$ cat src/rtl/pad_iso_pkg.sv
package pad_iso_pkg;

  typedef enum logic [1:0] {
    ST_AWAKE  = 2'd0,
    ST_ASLEEP = 2'd1,
    ST_COUNT  = 2'd2
  } iso_state_t;

  // Driver gate: a pad keeps driving unless outputs are isolated and the pad
  // is neither exempt nor a wakeup source.
  function automatic logic oe_gate(input logic out_iso, input logic exempt,
                                   input logic wake_src);
    return !(out_iso && !exempt && !wake_src);
  endfunction

  // Receiver gate: only exemption keeps a receiver on under isolation.
  function automatic logic ie_gate(input logic in_iso, input logic exempt);
    return !(in_iso && !exempt);
  endfunction

endpackage

$ cat src/rtl/pad_iso_timer.sv
module pad_iso_timer #(
  parameter int CNT_W = 8
) (
  input  logic             clk,
  input  logic             rst_n,
  input  logic             load_i,
  input  logic [CNT_W-1:0] load_val_i,
  input  logic             dec_i,
  output logic [CNT_W-1:0] cnt_o,
  output logic             zero_o
);
  logic [CNT_W-1:0] cnt_q;

  always_ff @(posedge clk or negedge rst_n) begin
    if (!rst_n)                cnt_q <= '0;
    else if (load_i)           cnt_q <= load_val_i;
    else if (dec_i && !zero_o) cnt_q <= cnt_q - 1'b1;
  end

  assign cnt_o  = cnt_q;
  assign zero_o = (cnt_q == '0);
endmodule

$ cat src/rtl/pad_iso_fsm.sv
module pad_iso_fsm
  import pad_iso_pkg::*;
(
  input  logic       clk,
  input  logic       rst_n,
  input  logic       iso_mode_i,
  input  logic       sleep_req_i,
  input  logic       wake_evt_i,
  input  logic       cnt_zero_i,
  output iso_state_t state_o,
  output logic       mode_o,
  output logic       enter_o,
  output logic       wake_o,
  output logic       release_o,
  output logic       pending_o
);
  iso_state_t state_q, state_d;
  logic       mode_q;
  logic       pend_q;

  assign enter_o   = (state_q == ST_AWAKE) && (sleep_req_i || pend_q);
  assign wake_o    = (state_q == ST_ASLEEP) && wake_evt_i;
  assign release_o = (state_q == ST_COUNT) && cnt_zero_i;

  always_comb begin
    state_d = state_q;
    unique case (state_q)
      ST_AWAKE:  if (enter_o)   state_d = ST_ASLEEP;
      ST_ASLEEP: if (wake_o)    state_d = ST_COUNT;
      ST_COUNT:  if (release_o) state_d = ST_AWAKE;
      default:                  state_d = ST_AWAKE;
    endcase
  end

  always_ff @(posedge clk or negedge rst_n) begin
    if (!rst_n) begin
      state_q <= ST_AWAKE;
      mode_q  <= 1'b0;
      pend_q  <= 1'b0;
    end else begin
      state_q <= state_d;
      if (enter_o) mode_q <= iso_mode_i;
      if (enter_o)                                     pend_q <= 1'b0;
      else if ((state_q == ST_COUNT) && sleep_req_i)   pend_q <= 1'b1;
    end
  end

  assign state_o   = state_q;
  assign mode_o    = mode_q;
  assign pending_o = pend_q;
endmodule

$ cat src/rtl/pad_iso_gate.sv
module pad_iso_gate
  import pad_iso_pkg::*;
#(
  parameter int NUM_PADS = 8
) (
  input  logic                out_iso_i,
  input  logic                in_iso_i,
  input  logic [NUM_PADS-1:0] exempt_i,
  input  logic [NUM_PADS-1:0] wake_src_i,
  output logic [NUM_PADS-1:0] oe_o,
  output logic [NUM_PADS-1:0] ie_o
);
  for (genvar p = 0; p < NUM_PADS; p++) begin : g_pad
    assign oe_o[p] = oe_gate(out_iso_i, exempt_i[p], wake_src_i[p]);
    assign ie_o[p] = ie_gate(in_iso_i, exempt_i[p]);
  end
endmodule

$ cat src/rtl/pad_sleep_iso.sv
module pad_sleep_iso
  import pad_iso_pkg::*;
#(
  parameter int NUM_PADS = 8,
  parameter int CNT_W    = 8
) (
  input  logic                clk,
  input  logic                rst_n,
  input  logic                iso_mode_i,
  input  logic                sleep_req_i,
  input  logic                wake_evt_i,
  input  logic [CNT_W-1:0]    release_cnt_i,
  input  logic [NUM_PADS-1:0] exempt_mask_i,
  input  logic [NUM_PADS-1:0] wake_src_mask_i,
  output logic [NUM_PADS-1:0] pad_oe_o,
  output logic [NUM_PADS-1:0] pad_ie_o
);
  iso_state_t       state;
  logic             mode_q;
  logic             enter_evt;
  logic             wake_seen;
  logic             release_evt;
  logic             pending;
  logic             cnt_zero;
  logic [CNT_W-1:0] cnt;
  logic             out_iso;
  logic             in_iso;

  pad_iso_fsm u_fsm (
    .clk        (clk),
    .rst_n      (rst_n),
    .iso_mode_i (iso_mode_i),
    .sleep_req_i(sleep_req_i),
    .wake_evt_i (wake_evt_i),
    .cnt_zero_i (cnt_zero),
    .state_o    (state),
    .mode_o     (mode_q),
    .enter_o    (enter_evt),
    .wake_o     (wake_seen),
    .release_o  (release_evt),
    .pending_o  (pending)
  );

  pad_iso_timer #(.CNT_W(CNT_W)) u_timer (
    .clk       (clk),
    .rst_n     (rst_n),
    .load_i    (wake_seen),
    .load_val_i(release_cnt_i),
    .dec_i     (state == ST_COUNT),
    .cnt_o     (cnt),
    .zero_o    (cnt_zero)
  );

  // Receivers reopen combinationally on the wakeup strobe; drivers wait for
  // the counter.
  assign in_iso  = mode_q && (state == ST_ASLEEP) && !wake_evt_i;
  assign out_iso = mode_q && ((state == ST_ASLEEP) ||
                              ((state == ST_COUNT) && !cnt_zero));

  pad_iso_gate #(.NUM_PADS(NUM_PADS)) u_gate (
    .out_iso_i (out_iso),
    .in_iso_i  (in_iso),
    .exempt_i  (exempt_mask_i),
    .wake_src_i(wake_src_mask_i),
    .oe_o      (pad_oe_o),
    .ie_o      (pad_ie_o)
  );
endmodule

$ cat config.mk
export PLATFORM = sky130hd
export DESIGN_NAME = pad_sleep_iso
export DESIGN_NICKNAME = d
export VERILOG_FILES = /design/src/rtl/pad_iso_pkg.sv /design/src/rtl/pad_iso_timer.sv /design/src/rtl/pad_iso_fsm.sv /design/src/rtl/pad_iso_gate.sv /design/src/rtl/pad_sleep_iso.sv
export SDC_FILE = /design/constraint.sdc
export NUM_CORES = 1
export LEC_CHECK = 0
export CAP_MARGIN = 10
export CORE_MARGIN = 2
export CORE_UTILIZATION = 54
export CTS_BUF_LIST = sky130_fd_sc_hd__clkbuf_16
export CTS_CLUSTER_SIZE = 8
export DETAILED_ROUTE_END_ITERATION = 7
export DONT_BUFFER_PORTS = 1
export GPL_ROUTABILITY_DRIVEN = 0
export GPL_TIMING_DRIVEN = 0
export PLACE_DENSITY = 0.82
export SKIP_LAST_GASP = 1
export SLEW_MARGIN = 20
export SYNTH_ARGS = -nofsm -noshare
export SYNTH_HDL_FRONTEND = slang
export SYNTH_SLANG_ARGS = --single-unit
$ cat constraint.sdc
create_clock -name clk -period 1.88 [get_ports clk]
set_input_delay 0 -clock clk [delete_from_list [all_inputs] [get_ports clk]]
set_output_delay 0 -clock clk [all_outputs]
set_load 0.01 [all_outputs]
# Word level (Yosys, flattened, before mapping)
# Index checks and enable logic that the tools add are counted.
[totals] regBits=12 input_bits=29 out_inout_bits=16 wordCells=91
[op_classes] addsub=1 eq_ne=5 muxes=8 reduce_logical=73
[ops] cell="$logic_not A1 Y1" count=34
[ops] cell="$logic_and A1 B1 Y1" count=32
[ops] cell="$mux W8" count=2
[ops] cell="$logic_not A8 Y1" count=1
[ops] cell="$sub A8 B1 Y8 const B" count=1
[ops] cell="$mux W2" count=3
[ops] cell="$pmux W2 S3" count=1
[ops] cell="$ne A2 B2 Y1 const B" count=2
[ops] cell="$reduce_bool A2 Y1" count=2
[ops] cell="$reduce_and A3 Y1" count=1
[ops] cell="$eq A2 B1 Y1 const B" count=1
[ops] cell="$eq A2 B2 Y1 const B" count=1
[ops] cell="$logic_not A2 Y1" count=1
[ops] cell="$logic_or A1 B1 Y1" count=2
[ops] cell="$mux W1" count=2
[ops] cell="$ne A2 B1 Y1 const B" count=1

# Depth between registers and ports, before layout
[depth] ltp_word=8 ltp_mapped=6

# Modules after synthesis
# From an unflattened synthesis, not the netlist that was laid out.
[unflattened] hier_cells=95 area_unflattened_um2=874.6
[modules_own_cells] mod="pad_iso_timer" instances=1 cells_each=58 area_per_inst_um2=528.0 seq_area_each_um2=200.2
[modules_own_cells] mod="pad_iso_fsm" instances=1 cells_each=16 area_per_inst_um2=182.7 seq_area_each_um2=100.1
[modules_own_cells] mod="pad_iso_gate" instances=1 cells_each=16 area_per_inst_um2=120.1 seq_area_each_um2=0.0
[modules_own_cells] mod="pad_sleep_iso" instances=1 cells_each=5 area_per_inst_um2=43.8 seq_area_each_um2=0.0

# Least setup slack after synthesis
# OpenSTA, ideal clock, no wires.
[synth_path] path_type="flip-flop to flip-flop" startpoint="register u_timer.cnt_q[3], in the netlist u_timer.cnt_o[3]" endpoint="register u_timer.cnt_q[7], in the netlist u_timer.cnt_o[7]" setup_time_ps=87 arrival_ps=1681 slack_ps=112 path_stages_with_launch=5 n_path_buf=1 cell_sequence="dfrtp_1 > or4_1 > buf_2 > or4_1 > o211ai_1"
[synth_between] elab_chain_cells=4
[synth_lines] item="from (decl)" line_no="pad_iso_timer.sv:12" source="logic [CNT_W-1:0] cnt_q;"
[synth_lines] item="from (signal assigned)" line_no="pad_iso_timer.sv:16" source="else if (load_i) cnt_q <= load_val_i;"
[synth_lines] item="from (signal assigned)" line_no="pad_iso_timer.sv:17" source="else if (dec_i && !zero_o) cnt_q <= cnt_q - 1'b1;"
[synth_lines] item="branches (longest 4 deep; another with $sub A8 B1 Y8)"
# Parallel ways; which one is timed is not known. The select of a mux whose other input is x is not followed.
# A chain may end at the register's enable or synchronous reset.

# Final worst setup path
[layout_path] startpoint="register u_timer.cnt_q[0], in the netlist u_timer.cnt_o[0]" endpoint="output port pad_oe_o[7]"
[layout_between] elab_chain_cells=8
[layout_lines] item="$logic_not A8 Y1" line_no="pad_iso_timer.sv:21" source="assign zero_o = (cnt_q == '0);"
[layout_lines] item="$logic_not A1 Y1" line_no="pad_sleep_iso.sv:58" source="((state == ST_COUNT) && !cnt_zero));"
[layout_lines] item="$logic_and A1 B1 Y1" line_no="pad_sleep_iso.sv:58"
[layout_lines] item="$logic_or A1 B1 Y1" line_no="pad_sleep_iso.sv:57" source="assign out_iso = mode_q && ((state == ST_ASLEEP) ||"
[layout_lines] item="$logic_and A1 B1 Y1" line_no="pad_sleep_iso.sv:57"
[layout_lines] item="$logic_and A1 B1 Y1 (2 in a row)" line_no="pad_iso_pkg.sv:13" source="return !(out_iso && !exempt && !wake_src);"
[layout_lines] item="$logic_not A1 Y1" line_no="pad_iso_pkg.sv:13"
[layout_lines] item="to (decl)" line_no="pad_sleep_iso.sv:15" source="output logic [NUM_PADS-1:0] pad_oe_o,"
# No other way between the ends.

==> out/results.ini <==
[yosys]
synthesis.nets=135
synth_area_um2=862
yosysSeqAreaShare=0.348
yosys-top-cells-count=16 x nor2_1, 12 x dfrtp_1, 11 x o211ai_1
synth.most_common_cell=nor2_1
synth_ff_type=dfrtp_1
yosys.area.top_type_share=0.348
ys_seq_elements=12
post_synth_main_area_contributors=dfrtp_1 35%, o211ai_1 9.6%, nand2b_1 7.3%
async_flop_share=1.00
synth_edf_count=0
synthCells=104
yosysWarnings=0
synthDistinctLibCells=29
yosys.area.top_type=dfrtp_1
syn_area_per_cell_um2=8.29

[sta]
finalSetupViolations=5
slew_viol_final=0
setup_ws_ns=-0.0247
hold_slack_ns=0.0244
fin_tns_setup_ns=-0.0521
rsz0062_at_grt=true
tightestPinTransition_ns=0.594
relSlewSlack=0.603
min_period_ns=1.90
fin_worst_skew_ns=0.00177
fmax_mhz=525
fin_crit_sh=1.01
hold_viol=0

[global_routing]
grt_pass1_vias=900
grt_usage=0.280
grt_max_degree=13
grt_overflow=0
grt_pass1_wl_um=3840
antenna_found_initial=0

[placement]
dp.cells=120
pre_cts_ws_ns=-0.0214
hpwl_um=1470
port_buffers=0
placed_cell_area_um2=882

[die]
core_region_area_um2=1510
die_y_um=44.0
num_rows=14
start_util=0.572
die_x_um=44.0
die-area_um2=1930
io_pins=45

[drt]
ant_nets=0
drc=0
routedWlPerCell_um=17.3
dr.pass1.iters=4
vias=927
first_iter_violations=25
drt_wl_total_um=2550
routed_via_density=6.31

[finish]
antennaDiodeCount=0
drive_gt1_frac=0.206
fin_area_um2=1210
num-fill-cells=88
stdcell_count=147
nets=163
area_growth_pct=40.8

[setup_path]
cp_num_buf_inv=2
crit_chain=inv_2, ha_4, or3b_4, o21a_4, clkbuf_8, o211ai_1
slowest_delay_ns=0.40
critPathRequiredTime_ns=1.88
slowest_stage=dfrtp_1
setup.worst_path.end_class=output pin
critical_path_class=reg2out
arrival_ns=1.90
cpLargestDelayFamily=compound AO/OA/AOI/OAI gates
worstPathMaxFanout=5
critPathLaunchType=flip-flop
r2r_slack_ns=0.03

[outcome]
status=complete, but fails checks
violations=negative setup slack

[clock_tree]
cts_sinks=12
cts_tree=yes
clk_path_buf_depth=2
clk_pin_slew_worst_paths_ns=0.04
cts-root-buf=clkbuf_16
clock_latency_ns=0.24
numCtsBuffers=3
htree_levels=1

[worst_hold_path]
hp-class=in2reg

[pwr]
p_clk_frac=0.219
switching_share=0.398
seqPwrFrac=0.276
p_int_mw=1.10
p_switching_mw=0.725
ir_worst_vdd_mv=0.924
p_comb_frac=0.505
total_leakage_power_nw=0.477
power_density_nw_per_um2=1500

[job]
max-cap-violations=0

[state kept, by name (all words and copies together) (netlist names)]
signal           flops
u_fsm.state_o        2
u_fsm.mode_o         1
u_timer.cnt_o        8
u_fsm.pending_o      1
[repair_timing]
action / 4_1_cts / 5_1_grt
buffers inserted: 9 / 2
hold buffers: 12 / 0
endpoints found under the hold margin: 23 / 0
resized for setup: 11 / 4
gates cloned: 1 / 0
setup endpoints to repair: 10 / 14
pin swaps: 9 / 6
[per-stage QoR]
step	util	total power, mW
floorplan	-	0.986
global placement	0.586	1.08
detailed placement	0.586	1.12
CTS	0.791	1.72
global route	0.806	1.94
finish	0.806	1.82
[kinds of logic (layout without fill, tap and decap cells)]
| family | Yosys count | count (layout) | share of synthesized area |
|---|---|---|---|
| flops | 12 | 12 | 0.348 |
| compound gates | 30 | 30 | 0.251 |
| fa+ha+maj | 2 | 2 | 0.0290 |
| simple gates | 47 | 47 | 0.303 |
| mux | 1 | 1 | 0.0131 |
| buf+inv | 12 | 39 | 0.0551 |
[power groups by stage]
stage	Clock, mW	Sequential [mW]	Combinational, mW
finish	0.399	0.504	0.920
global route	0.416	0.514	1.01
CTS	0.403	0.493	0.827
detailed placement	0	0.503	0.620
global placement	0	0.492	0.591
floorplan	0	0.468	0.517
[final timing paths]
| kind | start | endpoint | cells past startpoint |
|---|---|---|---|
| max in group asynchronous | rst_n | u_timer.cnt_o[3] | 1 |
| min | sleep_req_i | u_fsm.state_o[0] | 2 |
| min in group asynchronous | rst_n | u_timer.cnt_o[1] | 1 |
| min reg2reg | u_fsm.pending_o | u_fsm.pending_o | 2 |
| max reg2reg | u_timer.cnt_o[3] | u_timer.cnt_o[6] | 4 |
| max | u_timer.cnt_o[0] | pad_oe_o[7] | 6 |
[layer usage]
metal / GRT usage / part of all wire / vias up
met5: 0 / 0 / -
met3: 0.0708 / 0.055 / 6
met2: 0.459 / 0.50 / 41
li1: - / - / 435
met1: 0.323 / 0.42 / 445
met4: 0.176 / 0.023 / 0
[cell usage in the layout (no fill, tap or decap), types with 3 or more instances in the layout]
| cell | count |
|---|---|
| nand2_1 | 5 |
| dfrtp_1 | 12 |
| inv_1 | 4 |
| o211ai_1 | 11 |
| buf_4 | 11 |
| clkbuf_1 | 3 |
| a31oi_1 | 5 |
| nand2b_1 | 10 |
| o21ai_0 | 5 |
| dlygate4sd3_1 | 12 |
| clkbuf_16 | 3 |
| nor2_1 | 16 |
[area by class of cell]
class                           instances  area [µm²]  area share
Multi-Input combinational cell         80         544       0.448
Sequential cell                        12         300       0.247
Timing Repair Buffer                   24         216       0.178
Clock buffer                            3        75.1      0.0619
Buffer                                  5        31.3      0.0258
Inverter                                6        22.5      0.0186
Tap cell                               16        20.0      0.0165
Clock inverter                          1        3.75     0.00309
Note: power is estimated with default switching activity, not from simulation.
